==> src/rtl/rtc_sec_pkg.sv <==
package rtc_sec_pkg;
    localparam int DATA_W = 32;
    localparam int DIV_W  = 16;
    localparam int TRIM_W = 10;
    localparam int TRIM_LSB = 16;

    localparam logic [1:0] IDX_SECS  = 2'd0;
    localparam logic [1:0] IDX_ALARM = 2'd1;
    localparam logic [1:0] IDX_STAT  = 2'd2;
    localparam logic [1:0] IDX_PRESC = 2'd3;

    typedef struct packed {
        logic tick_en;   // bit 3
        logic alarm_en;  // bit 2
        logic tick_fl;   // bit 1
        logic alarm_fl;  // bit 0
    } stat_t;

    typedef struct packed {
        logic [TRIM_W-1:0] trim;
        logic [DIV_W-1:0]  div;
    } presc_t;

    function automatic logic [DIV_W-1:0] second_limit(
        input logic [DIV_W-1:0] div, input logic [TRIM_W-1:0] trim, input logic apply);
        logic [DIV_W-1:0] t;
        t = apply ? DIV_W'(trim) : '0;
        return (div > t) ? div - t : '0;
    endfunction
endpackage

==> src/rtl/rtc_prescaler.sv <==
module rtc_prescaler
    import rtc_sec_pkg::*;
#(
    parameter int TRIM_PERIOD = 1024
) (
    input  logic   clk,
    input  logic   rst,
    input  logic   ref_tick,
    input  logic   restart,
    input  presc_t cfg,
    output logic   tick
);
    localparam int TP_W = (TRIM_PERIOD > 1) ? $clog2(TRIM_PERIOD) : 1;

    logic [DIV_W-1:0] phase;
    logic [TP_W-1:0]  sec_idx;
    logic [DIV_W-1:0] limit;
    logic             last_sec;

    assign last_sec = (sec_idx == TP_W'(TRIM_PERIOD - 1));
    assign limit    = second_limit(cfg.div, cfg.trim, last_sec);
    assign tick     = ref_tick && !restart && (phase >= limit);

    always_ff @(posedge clk) begin
        if (rst || restart) begin
            phase   <= '0;
            sec_idx <= '0;
        end else if (tick) begin
            phase   <= '0;
            sec_idx <= last_sec ? '0 : sec_idx + 1'b1;
        end else if (ref_tick) begin
            phase   <= phase + 1'b1;
        end
    end

    a_r3_phase_steps: assert property (@(posedge clk) disable iff (rst)
        (ref_tick && !tick && !restart) |=> phase == $past(phase) + 1'b1);
    a_r3_restart_clears: assert property (@(posedge clk) disable iff (rst)
        restart |=> (phase == '0 && sec_idx == '0));
endmodule

==> src/rtl/rtc_counter.sv <==
module rtc_counter
    import rtc_sec_pkg::*;
(
    input  logic              clk,
    input  logic              rst,
    input  logic              tick,
    input  logic              wr_secs,
    input  logic              wr_alarm,
    input  logic [DATA_W-1:0] wdata,
    output logic [DATA_W-1:0] secs,
    output logic [DATA_W-1:0] alarm,
    output logic              alarm_hit
);
    logic [DATA_W-1:0] secs_next;

    assign secs_next = secs + 1'b1;
    assign alarm_hit = tick && !wr_secs && (secs_next == alarm);

    always_ff @(posedge clk) begin
        if (rst) begin
            secs  <= '0;
            alarm <= '0;
        end else begin
            if (wr_secs)   secs  <= wdata;
            else if (tick) secs  <= secs_next;
            if (wr_alarm)  alarm <= wdata;
        end
    end

    a_r10_advance: assert property (@(posedge clk) disable iff (rst)
        (tick && !wr_secs) |=> secs == $past(secs) + 1'b1);
    a_r3_hold: assert property (@(posedge clk) disable iff (rst)
        (!tick && !wr_secs) |=> $stable(secs));
    a_r10_write_wins: assert property (@(posedge clk) disable iff (rst)
        wr_secs |=> secs == $past(wdata));
endmodule

==> src/rtl/rtc_status.sv <==
module rtc_status
    import rtc_sec_pkg::*;
(
    input  logic  clk,
    input  logic  rst,
    input  logic  tick,
    input  logic  alarm_hit,
    input  logic  wr_stat,
    input  stat_t wstat,
    output stat_t stat,
    output logic  irq_tick,
    output logic  irq_alarm
);
    always_ff @(posedge clk) begin
        if (rst) begin
            stat <= '0;
        end else begin
            if (wr_stat) begin
                stat.tick_en  <= wstat.tick_en;
                stat.alarm_en <= wstat.alarm_en;
            end
            if (tick)                          stat.tick_fl  <= 1'b1;
            else if (wr_stat && wstat.tick_fl) stat.tick_fl  <= 1'b0;
            if (alarm_hit)                      stat.alarm_fl <= 1'b1;
            else if (wr_stat && wstat.alarm_fl) stat.alarm_fl <= 1'b0;
        end
    end

    assign irq_tick  = stat.tick_fl && stat.tick_en;
    assign irq_alarm = stat.alarm_fl && stat.alarm_en;

    a_r4_tick_sets: assert property (@(posedge clk) disable iff (rst)
        tick |=> stat.tick_fl);
    a_r5_alarm_sets: assert property (@(posedge clk) disable iff (rst)
        alarm_hit |=> stat.alarm_fl);
    a_r6_w1c_alarm: assert property (@(posedge clk) disable iff (rst)
        (wr_stat && wstat.alarm_fl && !alarm_hit) |=> !stat.alarm_fl);
    a_r6_zero_keeps: assert property (@(posedge clk) disable iff (rst)
        (wr_stat && !wstat.tick_fl && $past(stat.tick_fl)) |=> stat.tick_fl);
    a_r7_enables_hold: assert property (@(posedge clk) disable iff (rst)
        !wr_stat |=> ($stable(stat.tick_en) && $stable(stat.alarm_en)));
endmodule

==> src/rtl/rtc_sec_top.sv <==
module rtc_sec_top
    import rtc_sec_pkg::*;
#(
    parameter int TRIM_PERIOD = 1024
) (
    input  logic              clk,
    input  logic              rst,
    input  logic              ref_tick,
    input  logic              bus_wr,
    input  logic [1:0]        bus_addr,
    input  logic [DATA_W-1:0] bus_wdata,
    output logic [DATA_W-1:0] bus_rdata,
    output logic              irq_tick,
    output logic              irq_alarm
);
    localparam int PRESC_W = DIV_W + TRIM_W;

    logic              wr_secs, wr_alarm, wr_stat, wr_presc;
    logic              tick, alarm_hit;
    logic [DATA_W-1:0] secs, alarm;
    presc_t            presc;
    stat_t             stat;
    logic              unused_wbits;

    assign wr_secs  = bus_wr && (bus_addr == IDX_SECS);
    assign wr_alarm = bus_wr && (bus_addr == IDX_ALARM);
    assign wr_stat  = bus_wr && (bus_addr == IDX_STAT);
    assign wr_presc = bus_wr && (bus_addr == IDX_PRESC);
    assign unused_wbits = ^bus_wdata[DATA_W-1:PRESC_W];

    always_ff @(posedge clk) begin
        if (rst)           presc <= '0;
        else if (wr_presc) presc <= bus_wdata[PRESC_W-1:0];
    end

    rtc_prescaler #(.TRIM_PERIOD(TRIM_PERIOD)) u_presc (
        .clk(clk), .rst(rst), .ref_tick(ref_tick),
        .restart(wr_secs || wr_presc), .cfg(presc), .tick(tick));

    rtc_counter u_cnt (
        .clk(clk), .rst(rst), .tick(tick), .wr_secs(wr_secs),
        .wr_alarm(wr_alarm), .wdata(bus_wdata), .secs(secs),
        .alarm(alarm), .alarm_hit(alarm_hit));

    rtc_status u_stat (
        .clk(clk), .rst(rst), .tick(tick), .alarm_hit(alarm_hit),
        .wr_stat(wr_stat), .wstat(bus_wdata[3:0]), .stat(stat),
        .irq_tick(irq_tick), .irq_alarm(irq_alarm));

    always_comb begin
        unique case (bus_addr)
            IDX_SECS:  bus_rdata = secs;
            IDX_ALARM: bus_rdata = alarm;
            IDX_STAT:  bus_rdata = DATA_W'(stat);
            default:   bus_rdata = DATA_W'(presc);
        endcase
    end

    a_r8_no_irq_without_enable: assert property (@(posedge clk) disable iff (rst)
        (!stat.alarm_en |-> !irq_alarm) and (!stat.tick_en |-> !irq_tick));
    a_r1_reset_quiet: assert property (@(posedge clk)
        $past(rst) |-> (secs == '0 && stat == '0 && !irq_tick && !irq_alarm));
endmodule

==> config.mk <==
export PLATFORM = sky130hd
export DESIGN_NAME = rtc_sec_top
export DESIGN_NICKNAME = d
export VERILOG_FILES = /design/src/rtl/rtc_sec_pkg.sv /design/src/rtl/rtc_prescaler.sv /design/src/rtl/rtc_counter.sv /design/src/rtl/rtc_status.sv /design/src/rtl/rtc_sec_top.sv
export SDC_FILE = /design/constraint.sdc
export NUM_CORES = 1
export LEC_CHECK = 0
export BUFFER_PORTS_ARGS = -buffer_cell sky130_fd_sc_hd__buf_2
export CAP_MARGIN = 40
export CORE_ASPECT_RATIO = 1.5
export CORE_MARGIN = 1.5
export CORE_UTILIZATION = 60
export CTS_BUF_LIST = sky130_fd_sc_hd__clkbuf_2 sky130_fd_sc_hd__clkbuf_4 sky130_fd_sc_hd__clkbuf_8
export DETAILED_ROUTE_END_ITERATION = 6
export PLACE_DENSITY = 0.91
export SKIP_CTS_REPAIR_TIMING = 1
export SLEW_MARGIN = 15
export SYNTH_ARGS = -nofsm -noshare
export SYNTH_HDL_FRONTEND = slang
export SYNTH_SLANG_ARGS = --single-unit
==> constraint.sdc <==
create_clock -name clk -period 8.5 [get_ports clk]
set_clock_uncertainty 0.2 [all_clocks]
set_input_delay 1.7 -clock clk [delete_from_list [all_inputs] [get_ports clk]]
set_output_delay 1.7 -clock clk [all_outputs]
set_load 0.05 [all_outputs]
==> run metrics <==
status=complete, but fails checks; failing checks=design-rule violations; number of global-route vias before repair=7163; DR WL/cell=18.39 um; cells after synthesis=between 900 and 1000; IO Pins=72; LEAKAGE=3.303 nW; drt via density=6.345; Max stage delay on crit path=0.65 ns; final net count=between 1000 and 1500; vias=between 7000 and 8000; Core Util, Final=about 68%; # rows=50; final hold viol count=0; Pins Over Slew Limit=0; startpoint type of the worst setup path=flop; HPWL after DPL=15130 um; DIE AREA=~14000 sq um; layout cells sized above 1=16.12%; crit path DAT=approximately 7.5 ns; Fin Setup TNS=0 ns; Setup Viol. Count Final=0; cell area after synthesis=roughly 7800 sq um; TritonCTS buffer count=17; Sw Ratio=between 30% and 40%; Die X=about 96 um; fmax=roughly 140 MHz; Max-Cap Viols=0; die height=142.6 um; top_reg_cell synth=dfxtp_1; CORE AREA=~13000 sq um; DP Worst Slack=1.392 ns; Pwr Density=~170 nW/um^2; CP max stage cell=a2111oi_1; Max Buffers Root-to-Sink=2; Post-synth EDFFs=0; worst hold-check path type=reg2reg; hold slack=approximately 0.28 ns; DRT Pass-1 Iters=7; Port Buffer Count=71; DRC viols=3; grt ovf=0; RSZ-0062 raised after global routing=no; gr usage total=between 30% and 40%; YS warnings=0; CTS tree=done; power share of the clock group=37.6%; Final ANT Viol Nets=0; Final Cycle Share=a little under nine tenths; endpoint type of the worst setup path=flop; post-synth net total=1054; CP Buf/Inv Count=2; proportion of power drawn by combinational gates=roughly a fifth; Worst-path clk slew=approximately 0.07 ns; clock root buffer master=clkbuf_8; sequential share of power=between 40 and 50%; minimum clock period after layout=around 7.3 ns; delay-heaviest family, CP=compound AO/OA/AOI/OAI gates; initial antenna violation count=1; fraction of registers with async set/reset=0%; crit path max fanout=18; Switch Pwr=between 0.0004 and 0.0005 W; P&R area growth vs syn=8.984%; initial core utilization=62.02%; global-route wire length before repair=35350 um; Total Wirelength=between 20000 and 25000 um; Slew headroom=roughly two fifths; DR iter-0 viols=774; clock sinks=between 100 and 150; min setup slack post-route=1.173 ns; Least-Margin Pin Slew=~0.89 ns; CTS HTree Levels=4; internal power=around 0.00097 W; Placer Congestion=0.9347; Seq cells post-synth=120; largest net degree at the start of global routing=65; Peak VDD IR=between 0.1 and 0.15 mV; Crit Path Class=reg2reg; Seq/Total Area, Yosys=30.80%; WP data required=just under 9 ns; Synth Area per Inst=slightly below 8 sq um; number of distinct library cells after synthesis=73; clock latency on the worst-skew pair=~0.45 ns
==> metal layers <==
metal	GRT usage [%]	wire length, um	vias to the layer above
met2	55.86	10880	383
li1	-	-	3524
met1	37.60	7882	3525
met3	7.881	1815	100
met5	0	0	-
met4	20.59	1258	0
==> cells in the final DEF (no fill, tap or decap), drive strengths merged, types with 16 or more instances in the layout <==
cell type,n
a211oi,32
a21oi,81
a22o,22
buf,80
clkbuf,22
dfxtp,120
ha,29
mux2,22
nand2,180
nand3,32
nand4,17
nor2,96
nor3,35
o21ai,16
xnor2,64
xor2,35
==> worst min-delay path, stage by stage (launching register included) <==
cell and delay (ns):
dfxtp_1 0.33, nand2_1 0.06, a21oi_1 0.05
==> final timing paths <==
kind / startpoint / end / slack [ns] / cells past startpoint
setup / recovery: u_presc.sec_idx[0]$_SDFFE_PP0P_ / u_cnt.secs[22]$_SDFFE_PP0P_ / 1.17 / 27
hold / removal: u_presc.sec_idx[1]$_SDFFE_PP0P_ / u_presc.sec_idx[1]$_SDFFE_PP0P_ / 0.28 / 2
setup reg to reg: u_presc.sec_idx[0]$_SDFFE_PP0P_ / u_cnt.secs[22]$_SDFFE_PP0P_ / 1.17 / 27
hold reg to reg: u_presc.sec_idx[1]$_SDFFE_PP0P_ / u_presc.sec_idx[1]$_SDFFE_PP0P_ / 0.28 / 2
==> Yosys cell counts (3+ instances only) <==
master	count	area, sq um
o21ai_0	16	80.08
ha_1	29	362.9
buf_2	3	15.01
clkbuf_8	7	96.34
buf_1	6	22.52
and4_1	3	26.28
and2_1	6	37.54
nand2_1	179	671.9
a21o_1	6	45.04
nor2_1	96	360.4
o21a_1	3	22.52
buf_6	3	33.78
nor3b_1	5	37.54
or2_1	3	18.77
or2_2	3	18.77
dfxtp_1	120	2402
o2111ai_1	3	26.28
and3_1	10	62.56
xnor2_1	64	560.5
or3_1	4	25.02
nand4_1	14	87.58
mux2_2	22	247.7
a31oi_1	4	25.02
a21oi_1	80	400.4
nor3_1	34	170.2
a22o_1	22	192.7
nor4_1	10	62.56
clkbuf_1	48	180.2
mux2i_1	13	130.1
o211ai_1	3	22.52
inv_1	12	45.04
nand3b_1	5	37.54
mux4_2	3	67.56
nand3_1	31	155.2
xor2_1	35	306.5
a211oi_1	32	240.2
==> area by class of cell <==
cell class,instances,area (sq um)
Sequential cell,120,2402
Multi-Input combinational cell,786,5004
Clock inverter,10,118.9
Clock buffer,22,296.5
Tap cell,156,195.2
Fill cell,1002,4075
Timing Repair Buffer,80,435.4
Inverter,12,45.04
Antenna cell,1,2.502
==> registers in the layout, indices dropped and copies added (netlist names) <==
signal           count
u_presc.sec_idx     10
u_cnt.alarm         32
presc               26
u_presc.phase       16
u_stat.stat          4
u_cnt.secs          32
==> cell families (layout without fill, tap and decap cells) <==
kind of cell / after synthesis / in the layout / synth area share (%)
fa+ha+maj: 30 / 30 / 4.909
mux: 39 / 39 / 6.048
other cells: 0 / 1 / 0
xor+xnor: 99 / 99 / 11.12
buf+inv: 80 / 124 / 5.134
flops: 120 / 120 / 30.80
simple gates: 427 / 427 / 25.88
compound gates: 191 / 191 / 16.11
==> power groups by stage <==
stage	Sequential, W	Clock [W]	Combinational, W
2_1_floorplan	0.000612	0	0.000217
3_3_place_gp	0.000626	0	0.000263
3_5_place_dp	0.000626	0	0.000270
4_1_cts	0.000614	0.000538	0.000273
5_1_grt	0.000618	0.000566	0.000301
6_report	0.000616	0.000539	0.000278
==> per-stage QoR <==
step | power, W | instance area, sq um | cells
2_1_floorplan | 0.0008291 | 7799 | 986
3_3_place_gp | 0.0008891 | 8061 | 1153
3_5_place_dp | 0.0008960 | 8082 | 1154
4_1_cts | 0.001425 | 8497 | 1186
5_1_grt | 0.001485 | 8497 | 1186
6_report | 0.001433 | 8499 | 1187
Power figures use the tool's default switching activity.
